<file path="src/rtl/memseq_pkg.sv">
package memseq_pkg;

   typedef enum logic [3:0] {
      ST_IDLE    = 4'd0,
      ST_C_ROW   = 4'd1,
      ST_C_COL   = 4'd2,
      ST_C_PRE   = 4'd3,
      ST_D_SETUP = 4'd4,
      ST_D_ROW   = 4'd5,
      ST_D_COL   = 4'd6,
      ST_D_WAIT  = 4'd7,
      ST_D_END   = 4'd8,
      ST_D_PARK  = 4'd9
   } seq_state_t;

   typedef struct packed {
      logic lo_en;
      logic hi_en;
      logic wr;
   } cpu_req_t;

endpackage

</file>
<file path="src/rtl/memseq_sync.sv">
module memseq_sync #(
   parameter int   STAGES    = 2,
   parameter logic RESET_VAL = 1'b1
) (
   input  logic clk,
   input  logic rst_n,
   input  logic d_async,
   output logic q_sync
);
   logic [STAGES-1:0] chain;

   genvar gi;
   generate
      for (gi = 0; gi < STAGES; gi++) begin : g_stage
         if (gi == 0) begin : g_first
            always_ff @(posedge clk or negedge rst_n) begin
               if (!rst_n) chain[0] <= RESET_VAL;
               else        chain[0] <= d_async;
            end
         end else begin : g_next
            always_ff @(posedge clk or negedge rst_n) begin
               if (!rst_n) chain[gi] <= RESET_VAL;
               else        chain[gi] <= chain[gi-1];
            end
         end
      end
   endgenerate

   assign q_sync = chain[STAGES-1];
endmodule

</file>
<file path="src/rtl/memseq_bank_dec.sv">
module memseq_bank_dec
   import memseq_pkg::*;
(
   input  logic     addr_hi,
   input  logic     addr_b0,
   input  logic     hbe_n,
   input  logic     wr_req,
   output cpu_req_t req
);
   always_comb begin
      req.lo_en = addr_hi & ~addr_b0;
      req.hi_en = addr_hi & ~hbe_n;
      req.wr    = wr_req;
   end
endmodule

</file>
<file path="src/rtl/memseq_fsm.sv">
module memseq_fsm
   import memseq_pkg::*;
#(
   parameter int CPU_COL_TICKS  = 2,
   parameter int DMA_WAIT_TICKS = 2
) (
   input  logic     clk,
   input  logic     rst_n,
   input  logic     as_s,
   input  logic     hold_s,
   input  logic     align_n,
   input  cpu_req_t req_in,
   output logic     ras_n,
   output logic     col_n,
   output logic     lcas_n,
   output logic     hcas_n,
   output logic     we_n,
   output logic     dma_oe_n,
   output logic     dma_a1,
   output logic     latch1_n,
   output logic     latch2_n
);
   localparam int MAX_T = (CPU_COL_TICKS > DMA_WAIT_TICKS) ? CPU_COL_TICKS : DMA_WAIT_TICKS;
   localparam int CW    = (MAX_T < 2) ? 1 : $clog2(MAX_T);
   localparam logic [CW-1:0] CPU_LAST = CW'(CPU_COL_TICKS - 1);
   localparam logic [CW-1:0] DMA_LAST = CW'(DMA_WAIT_TICKS - 1);

   seq_state_t      state, state_nx;
   logic [CW-1:0]   cnt;
   logic            as_d;
   logic            go;
   logic            word;
   cpu_req_t        cap;
   logic            as_fall;

   assign as_fall = ~as_s & as_d;

   always_comb begin
      state_nx = state;
      unique case (state)
         ST_IDLE: begin
            if (go)                      state_nx = ST_C_ROW;
            else if (!hold_s && !align_n) state_nx = ST_D_SETUP;
         end
         ST_C_ROW:   state_nx = ST_C_COL;
         ST_C_COL:   if (cnt == CPU_LAST) state_nx = ST_C_PRE;
         ST_C_PRE:   state_nx = ST_IDLE;
         ST_D_SETUP: state_nx = ST_D_ROW;
         ST_D_ROW:   state_nx = ST_D_COL;
         ST_D_COL:   state_nx = ST_D_WAIT;
         ST_D_WAIT:  if (cnt == DMA_LAST) state_nx = ST_D_END;
         ST_D_END:   state_nx = word ? ST_D_PARK : ST_D_ROW;
         ST_D_PARK:  if (hold_s) state_nx = ST_IDLE;
         default:    state_nx = ST_IDLE;
      endcase
   end

   always_ff @(posedge clk or negedge rst_n) begin
      if (!rst_n) begin
         state <= ST_IDLE;
         cnt   <= '0;
         as_d  <= 1'b1;
         go    <= 1'b0;
         word  <= 1'b0;
         cap   <= '0;
      end else begin
         state <= state_nx;
         as_d  <= as_s;
         // Launch flag: a new fall wins over the clear at column time.
         if (as_fall)                go <= 1'b1;
         else if (state == ST_C_ROW) go <= 1'b0;
         if (state != state_nx) cnt <= '0;
         else                   cnt <= cnt + 1'b1;
         if (state == ST_IDLE && go) cap <= req_in;
         if (state == ST_D_SETUP)    word <= 1'b0;
         else if (state == ST_D_END) word <= ~word;
      end
   end

   logic row_on, col_on, cpu_cas, dma_cas, latch_on, dma_busy;

   always_comb begin
      row_on   = (state == ST_C_ROW) || (state == ST_C_COL) ||
                 (state == ST_D_ROW) || (state == ST_D_COL) ||
                 ((state == ST_D_WAIT) && (cnt != DMA_LAST));
      cpu_cas  = (state == ST_C_COL) || (state == ST_C_PRE);
      dma_cas  = (state == ST_D_COL) || (state == ST_D_WAIT) || (state == ST_D_END);
      col_on   = cpu_cas || dma_cas;
      latch_on = (state == ST_D_COL) || (state == ST_D_WAIT);
      dma_busy = (state == ST_D_SETUP) || (state == ST_D_ROW) || col_on && !cpu_cas;
   end

   assign ras_n    = ~row_on;
   assign col_n    = ~col_on;
   assign lcas_n   = ~((cpu_cas && cap.lo_en) || dma_cas);
   assign hcas_n   = ~((cpu_cas && cap.hi_en) || dma_cas);
   assign we_n     = ~(cpu_cas && cap.wr && (cap.lo_en || cap.hi_en));
   assign dma_oe_n = ~dma_busy;
   assign dma_a1   = word;
   assign latch1_n = ~(latch_on && !word);
   assign latch2_n = ~(latch_on && word);
endmodule

</file>
<file path="src/rtl/memseq_ctrl.sv">
module memseq_ctrl
   import memseq_pkg::*;
#(
   parameter int SYNC_STAGES    = 2,
   parameter int CPU_COL_TICKS  = 2,
   parameter int DMA_WAIT_TICKS = 2
) (
   input  logic clk,
   input  logic rst_n,
   input  logic as_n,
   input  logic hold_ack_n,
   input  logic align_n,
   input  logic addr_hi,
   input  logic addr_b0,
   input  logic hbe_n,
   input  logic wr_req,
   output logic ras_n,
   output logic col_n,
   output logic lcas_n,
   output logic hcas_n,
   output logic we_n,
   output logic dma_oe_n,
   output logic dma_a1,
   output logic latch1_n,
   output logic latch2_n
);
   initial begin : param_check
      assert (SYNC_STAGES >= 2)    else $fatal(1, "SYNC_STAGES below 2");
      assert (CPU_COL_TICKS >= 1)  else $fatal(1, "CPU_COL_TICKS below 1");
      assert (DMA_WAIT_TICKS >= 1) else $fatal(1, "DMA_WAIT_TICKS below 1");
   end

   logic     as_s, hold_s;
   cpu_req_t req;

   memseq_sync #(.STAGES(SYNC_STAGES), .RESET_VAL(1'b1)) u_sync_as (
      .clk(clk), .rst_n(rst_n), .d_async(as_n), .q_sync(as_s));

   memseq_sync #(.STAGES(SYNC_STAGES), .RESET_VAL(1'b1)) u_sync_hold (
      .clk(clk), .rst_n(rst_n), .d_async(hold_ack_n), .q_sync(hold_s));

   memseq_bank_dec u_dec (
      .addr_hi(addr_hi), .addr_b0(addr_b0), .hbe_n(hbe_n),
      .wr_req(wr_req), .req(req));

   memseq_fsm #(.CPU_COL_TICKS(CPU_COL_TICKS), .DMA_WAIT_TICKS(DMA_WAIT_TICKS)) u_fsm (
      .clk(clk), .rst_n(rst_n), .as_s(as_s), .hold_s(hold_s),
      .align_n(align_n), .req_in(req),
      .ras_n(ras_n), .col_n(col_n), .lcas_n(lcas_n), .hcas_n(hcas_n),
      .we_n(we_n), .dma_oe_n(dma_oe_n), .dma_a1(dma_a1),
      .latch1_n(latch1_n), .latch2_n(latch2_n));
endmodule

</file>
<file path="config.mk">
export PLATFORM = sky130hd
export DESIGN_NAME = memseq_ctrl
export DESIGN_NICKNAME = d
export VERILOG_FILES = /design/src/rtl/memseq_pkg.sv /design/src/rtl/memseq_sync.sv /design/src/rtl/memseq_bank_dec.sv /design/src/rtl/memseq_fsm.sv /design/src/rtl/memseq_ctrl.sv
export SDC_FILE = /design/constraint.sdc
export NUM_CORES = 1
export LEC_CHECK = 0
export ABC_AREA = 1
export BUFFER_PORTS_ARGS = -buffer_cell sky130_fd_sc_hd__buf_2
export CAP_MARGIN = 20
export CORE_MARGIN = 2
export CORE_UTILIZATION = 50
export CTS_CLUSTER_DIAMETER = 200
export DETAILED_ROUTE_END_ITERATION = 16
export PLACE_DENSITY = 0.75
export SYNTH_ARGS = -nofsm -noshare
export SYNTH_HDL_FRONTEND = slang
export SYNTH_HIERARCHICAL = 1
export SYNTH_SLANG_ARGS = --single-unit
</file>
<file path="constraint.sdc">
create_clock -name clk -period 1.4 [get_ports clk]
set_input_delay 0.28 -clock clk [delete_from_list [all_inputs] [get_ports clk]]
set_output_delay 0.28 -clock clk [all_outputs]
set_load 0.1 [all_outputs]
</file>
Word-level counts from Yosys, hierarchy flattened
Cells that the tools add are included.
{"block": "classes", "bitwise_logic": 16, "reduce_logical": 30, "mux": 12, "eq_ne": 10, "add_sub_neg": 1}
{"operator": "one-hot mux 4 bit (9 select lines)", "count": 1}
{"operator": "2-to-1 mux 4 bit", "count": 6}
{"operator": "equality test 4 x 3 -> 1 bit, second input constant", "count": 4}
{"operator": "logical OR 1 bit", "count": 13}
{"operator": "NOT 1 bit", "count": 13}
{"operator": "logical AND 1 bit", "count": 10}
{"operator": "equality test 4 x 2 -> 1 bit, second input constant", "count": 2}
{"operator": "equality test 4 bit, second input constant", "count": 2}
{"operator": "2-to-1 mux 1 bit", "count": 5}
{"operator": "equality test 4 x 1 -> 1 bit, second input constant", "count": 1}
{"operator": "zero test 1 bit", "count": 4}
{"operator": "zero test 4 bit", "count": 1}
{"operator": "!= test 4 bit", "count": 1}
{"operator": "nonzero test 2 bit", "count": 2}
{"operator": "AND 1 bit", "count": 3}
{"operator": "adder 1 bit, second input constant", "count": 1}
{"block": "word_totals", "output_inout_bits": 9, "ff_bits": 15, "elab_cells": 81, "input_bits": 9}

Depth between registers and ports, before layout
Gate-level depths: netlist (run 1).
{"block": "depth", "depth_word": 7, "ltp_mapped": 9, "depth_no_buf": 9}

Modules after synthesis
Netlist (run 1), hierarchy kept.
{"module": "memseq_fsm", "area_each_um2": 635.6, "cells_each": 90, "seq_area_each_um2": 276.5, "instances": 1}
{"module": "memseq_sync", "area_each_um2": 52.6, "cells_each": 2, "seq_area_each_um2": 52.6, "instances": 2}
{"module": "memseq_bank_dec", "area_each_um2": 18.8, "cells_each": 4, "seq_area_each_um2": 0.0, "instances": 1}

Worst setup path after synthesis (run 1)
No wires, ideal clock.
{"block": "synth_timing", "path_kind": "register -> output", "from": "register u_fsm.state[2]", "to": "output hcas_n", "arrival_time_ns": 2.160, "stages_incl_launch_ff": 4, "path_slack_ns": -1.040, "cell_sequence": "dfrtp_1 -> nand2_1 -> o22ai_1 -> a21oi_1"}
{"block": "synth_via", "elab_chain_len": 5, "word_cells_on_any_way": 11}
{"element": "start, declared", "line": "memseq_fsm.sv:28", "text": "seq_state_t state, state_nx;"}
{"element": "start signal, assigned", "line": "memseq_fsm.sv:67", "text": "state <= state_nx;"}
{"element": "equality test 4 x 2 -> 1 bit / equality test 4 x 3 -> 1 bit (equally long branches)", "line": "memseq_fsm.sv:86, memseq_fsm.sv:87"}
{"element": "logical OR 1 bit (on tied branches)", "line": "memseq_fsm.sv:86, memseq_fsm.sv:87"}
{"element": "logical AND 1 bit / logical OR 1 bit (equally long branches)", "line": "memseq_fsm.sv:96, memseq_fsm.sv:87"}
{"element": "logical OR 1 bit (*)", "line": "memseq_fsm.sv:96", "text": "assign hcas_n = ~((cpu_cas && cap.hi_en) || dma_cas);"}
{"element": "NOT 1 bit (*)", "line": "memseq_fsm.sv:96"}
{"element": "end, declared", "line": "memseq_ctrl.sv:20", "text": "output logic hcas_n,"}
Mark *: on every way between the ends. The rest lies on a longest branch, timed or not.

Worst setup path in the final report (run 1)
{"block": "layout_timing", "from": "register u_fsm.state[2]", "to": "output ras_n"}
{"block": "layout_via", "elab_chain_len": 6, "word_cells_on_any_way": 11}
{"element": "equality test 4 x 1 -> 1 bit / equality test 4 x 2 -> 1 bit (equally long branches)", "line": "memseq_fsm.sv:83", "text": "row_on = (state == ST_C_ROW) || (state == ST_C_COL) ||"}
{"element": "logical OR 1 bit (2 in series)", "line": "memseq_fsm.sv:83"}
{"element": "logical OR 1 bit", "line": "memseq_fsm.sv:84", "text": "(state == ST_D_ROW) || (state == ST_D_COL) ||"}
{"element": "logical OR 1 bit (*)", "line": "memseq_fsm.sv:84"}
{"element": "NOT 1 bit (*)", "line": "memseq_fsm.sv:93", "text": "assign ras_n = ~row_on;"}
{"element": "end, declared", "line": "memseq_ctrl.sv:17", "text": "output logic ras_n,"}
Marks and branches as above.

==> results of run 1 <==
[worst paths after layout]
kind                                                end  slack (ns)                            from
max in group asynchronous  u_sync_as/chain[0]$_DFF_PN1_        0.70                           rst_n
min in group asynchronous      u_fsm/cap[0]$_DFFE_PN0P_        0.41                           rst_n
min                        u_sync_as/chain[0]$_DFF_PN1_        0.06                            as_n
max reg2reg                         u_fsm/cnt$_DFF_PN0_       -0.27        u_fsm/state[2]$_DFF_PN0_
max                                               ras_n       -0.41        u_fsm/state[2]$_DFF_PN0_
min reg2reg                u_sync_hold/q_sync$_DFF_PN1_        0.36  u_sync_hold/chain[0]$_DFF_PN1_
[worst max-delay path: stages (launching register included)]
cell and delay (ns):
dfrtp_1 0.45, inv_2 0.10, nand2_2 0.08, nor2_4 0.14, nand2_1 0.08, nand3_2 0.10
clkinvlp_4 0.11, buf_12 0.17
[placed cells by master, fill, tap and decap left out]
master          n
nor2_2          3
o22ai_4         1
nand3b_1        1
nand3_2         3
nor2_1         12
o211ai_1        1
nand4_1         2
dfrtp_1         8
and2_4          1
clkbuf_4        3
o21ai_0         2
dfstp_2         5
a21oi_1         1
clkinv_4        1
buf_2           8
nand2_1        17
inv_2           4
o22ai_1         1
buf_4          20
clkinv_2        1
nand3_1         4
clkinvlp_4      1
buf_12          9
a21oi_2         2
nand2_2         8
dfrtp_2         1
nor2_4          8
buf_6           3
dfrtp_4         1
nand2_4         2
nand2_8         1
dlygate4sd3_1   1
inv_1           6
[final cells by class]
| class | instances | area [sq um] |
|---|---|---|
| Timing Repair Buffer | 41 | 414.1 |
| Clock inverter | 1 | 5.005 |
| Multi-Input combinational cell | 70 | 455.4 |
| Fill cell | 63 | 113.9 |
| Tap cell | 16 | 20.02 |
| Sequential cell | 15 | 386.6 |
| Inverter | 12 | 53.80 |
| Clock buffer | 3 | 22.52 |
[logic make-up after synthesis]
logic type,count (synthesis)
DFF,15
AOI/OAI and AO/OA,8
and+or+nand+nor,62
buffers and inverters,13
[registers in the layout (all words and copies together) (netlist names)]
register / flops
u_fsm/as_d: 1
u_fsm/cap: 3
u_fsm/cnt: 1
u_fsm/dma_a1: 1
u_fsm/go: 1
u_fsm/state: 4
u_sync_as/chain: 1
u_sync_as/q_sync: 1
u_sync_hold/chain: 1
u_sync_hold/q_sync: 1
[metrics by stage]
| stage | worst slack, ns | cells | instance area (sq um) |
|---|---|---|---|
| after floorplan | -0.7493 | 98 | 838.3 |
| after global routing | -0.4456 | 158 | 1358 |
| after CTS | -0.3380 | 154 | 1294 |
| after global placement | -0.01565 | 142 | 1161 |
| after detailed placement | -0.08950 | 142 | 1161 |
| final | -0.4122 | 158 | 1358 |
[layer usage]
metal	track usage, %	up-vias	wire length, um
met2	55.15	63	1491
li1	-	399	-
met1	33.52	422	1122
met3	3.404	23	180
met4	21.21	0	210
met5	0	-	0
[what timing repair did]
action	in CTS	in global routing
endpoints found under the setup margin	9	13
hold endpoints to repair	10	0
pin swaps	5	5
resized for setup	11	13
buffers inserted	8	4
hold buffers	1	0
==> results.tsv, run 1 <==
stage	metric	value	unit
outcome	outcome	finished with violations	
outcome	violated checks	setup timing	
grt	GRT Util Overall	30.87	%
clock_tree	TritonCTS clock tree	done	
finish	# diodes	0	
clock_tree	Worst-path clk slew	0.10	ns
timing	final slew viol count	0	
yosys	async set-or-reset flop fraction in the synthesized netlist	100.0	%
route	Post-Route WL	3005	um
yosys	Area contributors post-synth	dfrtp_1 (33%), dfstp_2 (17%), nand2_1 (13%)	
route	vias per cell	5.741	
timing	final period demand of the worst path	1.812	ns
grt	first-pass GRT wire length	4064	um
worst_setup_path	critical path fanouts, max	4	
yosys	most frequent cell after synthesis	nand2_1	
floorplanning	overall die height	42.98	um
hold_path	Min-Delay Path Class	in2reg	
worst_setup_path	Arr. time, crit path	1.53	ns
floorplanning	io pins	18	
timing	count of final hold-check violations	0	
yosys	simple-gate area share of the yosys netlist	36.90	%
worst_setup_path	r2r worst-path depth	11	
timing	RSZ-0062 raised after global routing	true	
clock_tree	Clock Sinks	15	
yosys	mux contribution to synthesized area	0	%
grt	Overflow after GRT	0	
route	WL/cell	19.02	um
clock_tree	worst skew pair latency	0.30	ns
yosys	Synth Warn #	6	
floorplanning	starting density of the core	51.62	%
floorplanning	Die W	42.98	um
yosys	post-synthesis adder-cell area fraction	0	%
yosys	top-area cell type share of the netlist area	32.95	%
timing	setup ws final	-0.4122	ns
route	initial DRC count	47	
worst_setup_path	endpoint class of the critical path	output pin	
worst_setup_path	WS Path Type	reg2out	
yosys	main combinational cell family by area after synthesis	simple AND/OR/NAND/NOR gates	
yosys	Post-Syn Area	759.5	sq um
worst_setup_path	Critical Path RT	1.12	ns
timing	Worst Tran Pin Value	0.3247	ns
timing	worst rel slew slack	78.26	%
yosys	Post-Syn Area per Cell	7.750	sq um
grt	vias in the first global route	939	
timing	setup_tns	-3.152	ns
finish	Core Util, Final	92.26	%
yosys	cell taking the most area after synthesis	dfrtp_1	
floorplanning	Core Footprint	1471	sq um
yosys	Compound-Gate Fraction of Synth Area	5.931	%
yosys	Distinct cells, synth	19	
route	DR vias	907	
finish	share of cells above drive strength 1	60.56	%
yosys	number of synthesized flops with an enable pin	0	
grt	initial antenna violation count	0	
floorplanning	Die ar.	1847	sq um
yosys	top cells by count, synth	nand2_1 (27), nor2_1 (20), dfrtp_1 (10)	
clock_tree	H-tree depth	1	
timing	maximum clock frequency	551.8	MHz
yosys	register bit total from synthesis	15	
grt	largest net degree at the start of global routing	16	
timing	Final Setup Violations	12	
job	Max-Cap Viols	0	
place	DP HPWL	1637	um
clock_tree	clk root buf	clkbuf_4	
finish	Layout area overhead	78.75	%
timing	hold slack	0.06455	ns
place	GP Congestion	0.8454	
hold_path	hold depth	1	
worst_setup_path	CP startpoint kind	register	
yosys	Syn Nets	107	
yosys	Mapped Cells	98	
clock_tree	CTS max path bufs	2	
clock_tree	CTS Buf Count	3	
route	First-pass DRT Iterations	4	
place	Buffers on Ports	17	
route	antenna-violating nets left	0	
yosys	Synth Area in XOR/XNOR	0	%
yosys	Post-synth top flop	dfrtp_1	
route	DRC errors left	0	
finish	nets	152	
timing	Fin Clk Skew	0.004934	ns
timing	crit share post-route	129.4	%
floorplanning	# rows	14	
yosys	Seq/Total Area, Yosys	50.25	%
Power of run 1 is left out: the tool's default activity adds up to more than one toggle a clock period on the data nets, which glitch-free logic cannot reach.
==> run 2: changes to the inputs <==
- ABC_AREA: 1 -> unset
- CORE_UTILIZATION: 50 -> 52
- PLACE_DENSITY: 0.75 -> 0.77
==> run 2 against run 1 <==
Effect of this change: the flow still finishes with violations (setup timing); core utilization grew 3.1 points; cell count shrank 11%; flip-flop and latch count stayed put; synthesized cell count decreased by 11%; critical path depth down 2; register-to-register slack improved by 0.16 ns; count of clock-buffer cells in the layout rose by 1; synthesized area rose by 12%; critical endpoint is now col_n; highest routed layer unchanged.
==> results.tsv, run 2 <==
stage	metric	value	unit	change
yosys	register bit total from synthesis	15		unchanged
yosys	Mapped Cells	87		-11%
finish	final cell count without fillers	140		-11%
route	top sig layer	met4		
clock_tree	worst skew pair latency	0.28	ns	-0.02 ns
route	initial DRC count	49		+4.3%
route	wl on met1	1094	um	-2.5%
place	GP Congestion	0.9212		+9.0%
route	Routed met2 length	1498	um	+0.47%
floorplanning	# rows	14		unchanged
finish	max FFs per register	4		unchanged
route	Post-Route WL	3024	um	+0.63%
timing	crit share post-route	129.0	%	-0.43 points
yosys	top-area cell type share of the netlist area	29.41	%	-3.5 points
yosys	Synth Warn #	6		unchanged
worst_setup_path	CP startpoint kind	register		
yosys	cell taking the most area after synthesis	dfrtp_1		
grt	initial antenna violation count	0		unchanged
route	vias per cell	6.464		+13%
worst_setup_path	crit-path cells	nand2b_4, nor3_4, buf_12, a21oi_4, buf_12		
timing	setup_tns	-3.367	ns	-0.2150 ns
worst_setup_path	worst reg2reg setup slack	-0.11	ns	+0.16 ns
finish	Largest regs	u_fsm/state (4), u_fsm/cap (3)		
floorplanning	Core Footprint	1524	sq um	+3.6%
finish	share of cells above drive strength 1	67.74	%	+7.2 points
yosys	Area contributors post-synth	dfrtp_1 (29%), dfstp_2 (15%), mux2_2 (4.0%)		
hold_path	hold depth	1		unchanged
yosys	Post-Syn Area per Cell	9.779	sq um	+26%
floorplanning	overall die height	44.45	um	+3.4%
timing	count of final hold-check violations	0		unchanged
worst_setup_path	slowest stage delay, CP	0.46	ns	about the same
timing	RSZ-0062 raised after global routing	true		
place	Buffers on Ports	17		unchanged
finish	Layout area overhead	70.73	%	
timing	final slew viol count	0		unchanged
route	DRC errors left	0		unchanged
worst_setup_path	crit-path most repeated cell	buf_12		
clock_tree	Clock Sinks	15		unchanged
floorplanning	io pins	18		unchanged
grt	first-pass GRT wire length	4140	um	+1.9%
clock_tree	clk root buf	clkbuf_4		
hold_path	Hold Crit Start	as_n		
finish	commonest cells after routing, fill and taps aside	buf_4 (14), buf_12 (10), buf_2 (8)		
floorplanning	starting density of the core	55.83	%	+4.2 points
floorplanning	Die W	44.45	um	+3.4%
job	Max-Cap Viols	0		unchanged
yosys	Post-synth top flop	dfrtp_1		
timing	Final Setup Violations	14		+2
outcome	outcome	finished with violations		
hold_path	Min-Delay Path Class	in2reg		
timing	final period demand of the worst path	1.806	ns	-0.006013 ns
worst_setup_path	r2r worst-path depth	6		-5
floorplanning	Die ar.	1976	sq um	+7.0%
finish	Filler cells	44		-30%
place	DP Cell Count	130		-8.5%
clock_tree	CTS Buf Count	3		unchanged
finish	nets	134		-12%
hold_path	Hold Crit Endpoint	u_sync_as/chain[0]$_DFF_PN1_		
clock_tree	CTS max path bufs	2		unchanged
clock_tree	H-tree depth	1		unchanged
timing	Fin Clk Skew	0.0005878	ns	-0.004347 ns
yosys	async set-or-reset flop fraction in the synthesized netlist	100.0	%	unchanged
yosys	Seq/Total Area, Yosys	44.85	%	-5.4 points
timing	Worst Tran Pin Value	0.3796	ns	+0.05490 ns
yosys	Distinct cells, synth	33		+14
grt	largest net degree at the start of global routing	16		unchanged
timing	worst rel slew slack	74.36	%	-3.9 points
yosys	Syn Nets	96		-10%
clock_tree	Worst-path clk slew	0.09	ns	about the same
clock_tree	TritonCTS clock tree	done		
grt	Overflow after GRT	0		unchanged
route	antenna-violating nets left	0		unchanged
worst_setup_path	critical path fanouts, max	5		+1
finish	Top reg by flops	u_fsm/state		
place	DP HPWL	1577	um	-3.7%
grt	vias in the first global route	859		-8.5%
worst_setup_path	Arr. time, crit path	1.53	ns	about the same
route	DR vias	905		-0.22%
finish	Core Util, Final	95.32	%	+3.1 points
yosys	top cells by count, synth	dfrtp_1 (10), nor2_1 (8), nand2_1 (7)		
worst_setup_path	Critical Path RT	1.12	ns	about the same
finish	# diodes	0		unchanged
timing	maximum clock frequency	553.6	MHz	+0.33%
finish	commonest non-fill, non-tap cell in the layout	buf_4		
yosys	number of synthesized flops with an enable pin	0		unchanged
yosys	Post-Syn Area	850.8	sq um	+12%
grt	GRT Util Overall	30.22	%	-0.64 points
timing	setup ws final	-0.4062	ns	+0.006013 ns
worst_setup_path	worst r2r src	u_fsm/state[2]$_DFF_PN0_		
worst_setup_path	WS Path Type	reg2out		
route	First-pass DRT Iterations	5		+1
route	routed wl met3	265	um	+47%
worst_setup_path	CP max-delay cell	dfrtp_1		
yosys	most frequent cell after synthesis	dfrtp_1		
worst_setup_path	Reg-to-Reg End	u_fsm/cnt$_DFF_PN0_		
outcome	violated checks	setup timing		
worst_setup_path	endpoint class of the critical path	output pin		
route	WL/cell	21.60	um	+14%
==> run 2: changes by cell type after synthesis, moves of 3 or more <==
cell and change:
buf_4 +3, nand2_1 -20, a21oi_1 +3, inv_1 -3, inv_2 -3, nor2_1 -12, nand2b_1 +4, nand3_1 -4
mux2_2 +3
==> run 2: cell type report <==
| cell class | instances | area, sq um | area share, % |
|---|---|---|---|
| Tap cell | 16 | 20.02 | 1.378 |
| Clock buffer | 4 | 26.28 | 1.809 |
| Inverter | 6 | 25.02 | 1.723 |
| Timing Repair Buffer | 39 | 422.9 | 29.11 |
| Multi-Input combinational cell | 60 | 569.3 | 39.19 |
| Sequential cell | 15 | 389.1 | 26.79 |
==> run 2: worst max path at each step <==
stage,startpoint,endpoint
final,u_fsm/state[2]$_DFF_PN0_,col_n
after global routing,u_fsm/state[2]$_DFF_PN0_,hcas_n
after CTS,u_fsm/state[2]$_DFF_PN0_,lcas_n
after detailed placement,u_fsm/state[2]$_DFF_PN0_,ras_n
after global placement,u_fsm/state[2]$_DFF_PN0_,ras_n
after floorplan,u_fsm/dma_a1$_DFFE_PN0P_,latch1_n
==> run 2: kinds of logic (layout without fill, tap and decap cells) <==
family | count (synthesis) | in the layout | synth area share [%]
AOI/OAI and AO/OA | 24 | 24 | 19.56
muxes | 3 | 3 | 3.970
DFF | 15 | 15 | 44.85
buffers and inverters | 12 | 49 | 8.088
and+or+nand+nor | 32 | 32 | 22.50
xor gates and xnor gates | 1 | 1 | 1.030
==> run 2: routing by layer <==
layer | up-vias | global-route usage (%)
met5 | - | 0
met4 | 0 | 15.15
met3 | 24 | 6.939
met2 | 75 | 52.35
met1 | 423 | 34.73
li1 | 383 | -
==> run 2: repair_timing <==
item,in CTS,in global routing
buffers inserted,4,1
setup endpoints to repair,12,14
hold endpoints to repair,10,0
pin swaps,6,6
hold buffers,1,0
resized for setup,9,15
==> run 2: metrics by stage <==
step / area, sq um / setup WS [ns] / hold WS (ns)
after floorplan: 974.7 / -0.3734 / -0.01559
after global placement: 1280 / -0.01798 / 0.2003
after detailed placement: 1280 / -0.05502 / 0.2065
after CTS: 1386 / -0.3378 / 0.07312
after global routing: 1453 / -0.4513 / 0.06798
final: 1453 / -0.4062 / 0.08269
==> run 2: worst max-delay path, delay by kind of cell (launching register included) <==
kind | cells | cell delay [ns]
AOI/OAI and AO/OA | 1 | 0.04
buffers and inverters | 2 | 0.33
DFF | 1 | 0.46
and+or+nand+nor | 2 | 0.41
Power of run 2 is left out for the same reason.
==> run 3: changes to the inputs <==
- clock period: 1.4 -> 1.8 ns (I/O delays scaled with it)
==> run 3 against run 2 <==
Effect of this change: the run now ends clean; cell count decreased by 2.9%; routed wire length decreased by 30%; setup slack improved by 0.42 ns; flip-flop and latch count unchanged; sequential share of layout area increased by 3.4 points; clock skew increased by 0.0029 ns; hold slack improved by 0.074 ns.
==> results.tsv, run 3 (synthesis results as in run 2) <==
stage	metric	value	unit	change
worst_setup_path	CP startpoint kind	register		
timing	count of final hold-check violations	0		unchanged
finish	share of cells above drive strength 1	60.00	%	-7.7 points
worst_setup_path	critical path fanouts, max	6		+1
worst_setup_path	Critical Path RT	1.44	ns	+0.32 ns
hold_path	Min-Delay Path Class	in2reg		
place	Buffers on Ports	17		unchanged
grt	initial antenna violation count	0		unchanged
grt	largest net degree at the start of global routing	16		unchanged
timing	Final Setup Violations	0		-14
finish	Largest regs	u_fsm/state (4), u_fsm/cap (3)		
timing	final period demand of the worst path	1.784	ns	
route	WL/cell	15.51	um	-28%
clock_tree	clk root buf	clkbuf_4		
clock_tree	worst skew pair latency	0.29	ns	about the same
timing	Worst Tran Pin Value	0.4823	ns	+0.1027 ns
grt	vias in the first global route	738		-14%
job	Max-Cap Viols	0		unchanged
finish	design area	1289	sq um	-11%
route	First-pass DRT Iterations	4		-1
route	initial DRC count	30		-39%
floorplanning	Core Footprint	1524	sq um	unchanged
timing	worst rel slew slack	68.07	%	-6.3 points
finish	area of the multi-input gates	484.2	sq um	-15%
finish	nets	130		-3.0%
route	DRC errors left	0		unchanged
finish	Filler cells	83		+89%
grt	first-pass GRT wire length	3305	um	-20%
clock_tree	Clock Sinks	15		unchanged
worst_setup_path	WS Path Type	reg2out		
grt	Overflow after GRT	0		unchanged
floorplanning	io pins	18		unchanged
timing	hold slack	0.1566	ns	+0.07389 ns
floorplanning	overall die height	44.45	um	unchanged
timing	final slew viol count	0		unchanged
place	DP Area	1129	sq um	-12%
finish	Top reg by flops	u_fsm/state		
worst_setup_path	endpoint class of the critical path	output pin		
outcome	outcome	finished, final reports clean		
place	GP Congestion	1.001		+8.7%
worst_setup_path	Arr. time, crit path	1.42	ns	-0.11 ns
finish	commonest cells after routing, fill and taps aside	buf_4 (13), buf_2 (10), buf_12 (8)		
floorplanning	Die W	44.45	um	unchanged
finish	register area	389.1	sq um	unchanged
finish	max FFs per register	4		unchanged
finish	commonest non-fill, non-tap cell in the layout	buf_4		
grt	GRT Util Overall	24.34	%	-5.9 points
timing	maximum clock frequency	560.6	MHz	
floorplanning	# rows	14		unchanged
finish	Layout area overhead	51.47	%	
place	DP HPWL	1367	um	-13%
floorplanning	Die ar.	1976	sq um	unchanged
timing	RSZ-0062 raised after global routing	true		
finish	# diodes	0		unchanged
timing	Fin Clk Skew	0.003447	ns	+0.002859 ns
clock_tree	TritonCTS clock tree	done		
clock_tree	Worst-path clk slew	0.08	ns	about the same
timing	crit share post-route	99.10	%	
clock_tree	CTS Buf Count	3		unchanged
route	vias per cell	5.993		-7.3%
floorplanning	starting density of the core	55.83	%	unchanged
route	Post-Route WL	2109	um	-30%
clock_tree	H-tree depth	1		unchanged
route	antenna-violating nets left	0		unchanged
clock_tree	CTS max path bufs	2		unchanged
route	DR vias	815		-9.9%
run 3: changes by cell type in the layout (fill, tap and decap cells not counted), moves of 2 or more:
cell,change
buf_12,-2
buf_2,+2
nor2_4,-3
buf_6,-4
nor2_1,+3
run 3: critical path: stages (launching register included):
cell and delay, ns:
dfrtp_1 0.38, buf_6 0.15, nand2b_1 0.08, a211o_1 0.34, buf_12 0.18
run 3: area by class of cell:
type | count | area share, %
inverter | 6 | 1.748
clock inverter | 1 | 0.3883
tap | 16 | 1.553
timing repair buffer | 35 | 26.80
sequential | 15 | 30.19
multi-input combinational | 60 | 37.57
clock buffer | 3 | 1.748
run 3: timing repair:
action / in CTS / in global routing
endpoints found under the hold margin: 10 / 0
gates cloned: 0 / 1
hold buffers: 1 / 0
endpoints found under the setup margin: 5 / 8
resized for setup: 4 / 10
pin swaps: 0 / 2
buffers inserted: 0 / 9
run 3: stage by stage:
stage          cells  util [%]  setup WS (ns)  TNS [ns]
2_1_floorplan     87         -        -0.1031   -0.1902
3_3_place_gp     121     74.06         0.2994         0
3_5_place_dp     121     74.06         0.2488         0
4_1_cts          126     77.26       0.007458         0
5_1_grt          136     84.56       -0.04105  -0.08607
6_report         136     84.56        0.01615         0
run 3: routing by layer:
layer	up-vias	share of wire, %	global-route usage [%]	wire length [um]
li1	377	-	-	-
met5	-	0	0	0
met1	377	39	28.01	827
met2	49	50	39.41	1049
met3	12	6.9	8.571	146
met4	0	4.0	13.33	85
run 3: worst paths after layout:
| path | startpoint | to | slack, ns | cells after the start |
|---|---|---|---|---|
| max | u_fsm/state[2]$_DFF_PN0_ | ras_n | 0.02 | 4 |
| min | as_n | u_sync_as/chain[0]$_DFF_PN1_ | 0.16 | 1 |
| max reg2reg | u_fsm/state[2]$_DFF_PN0_ | u_fsm/cnt$_DFF_PN0_ | 0.20 | 7 |
| min reg2reg | u_sync_hold/chain[0]$_DFF_PN1_ | u_sync_hold/q_sync$_DFF_PN1_ | 0.36 | 0 |
| max in group asynchronous | rst_n | u_sync_hold/chain[0]$_DFF_PN1_ | 1.03 | 2 |
| min in group asynchronous | rst_n | u_fsm/go$_DFFE_PN0P_ | 0.49 | 2 |
Power of run 3 is left out for the same reason.
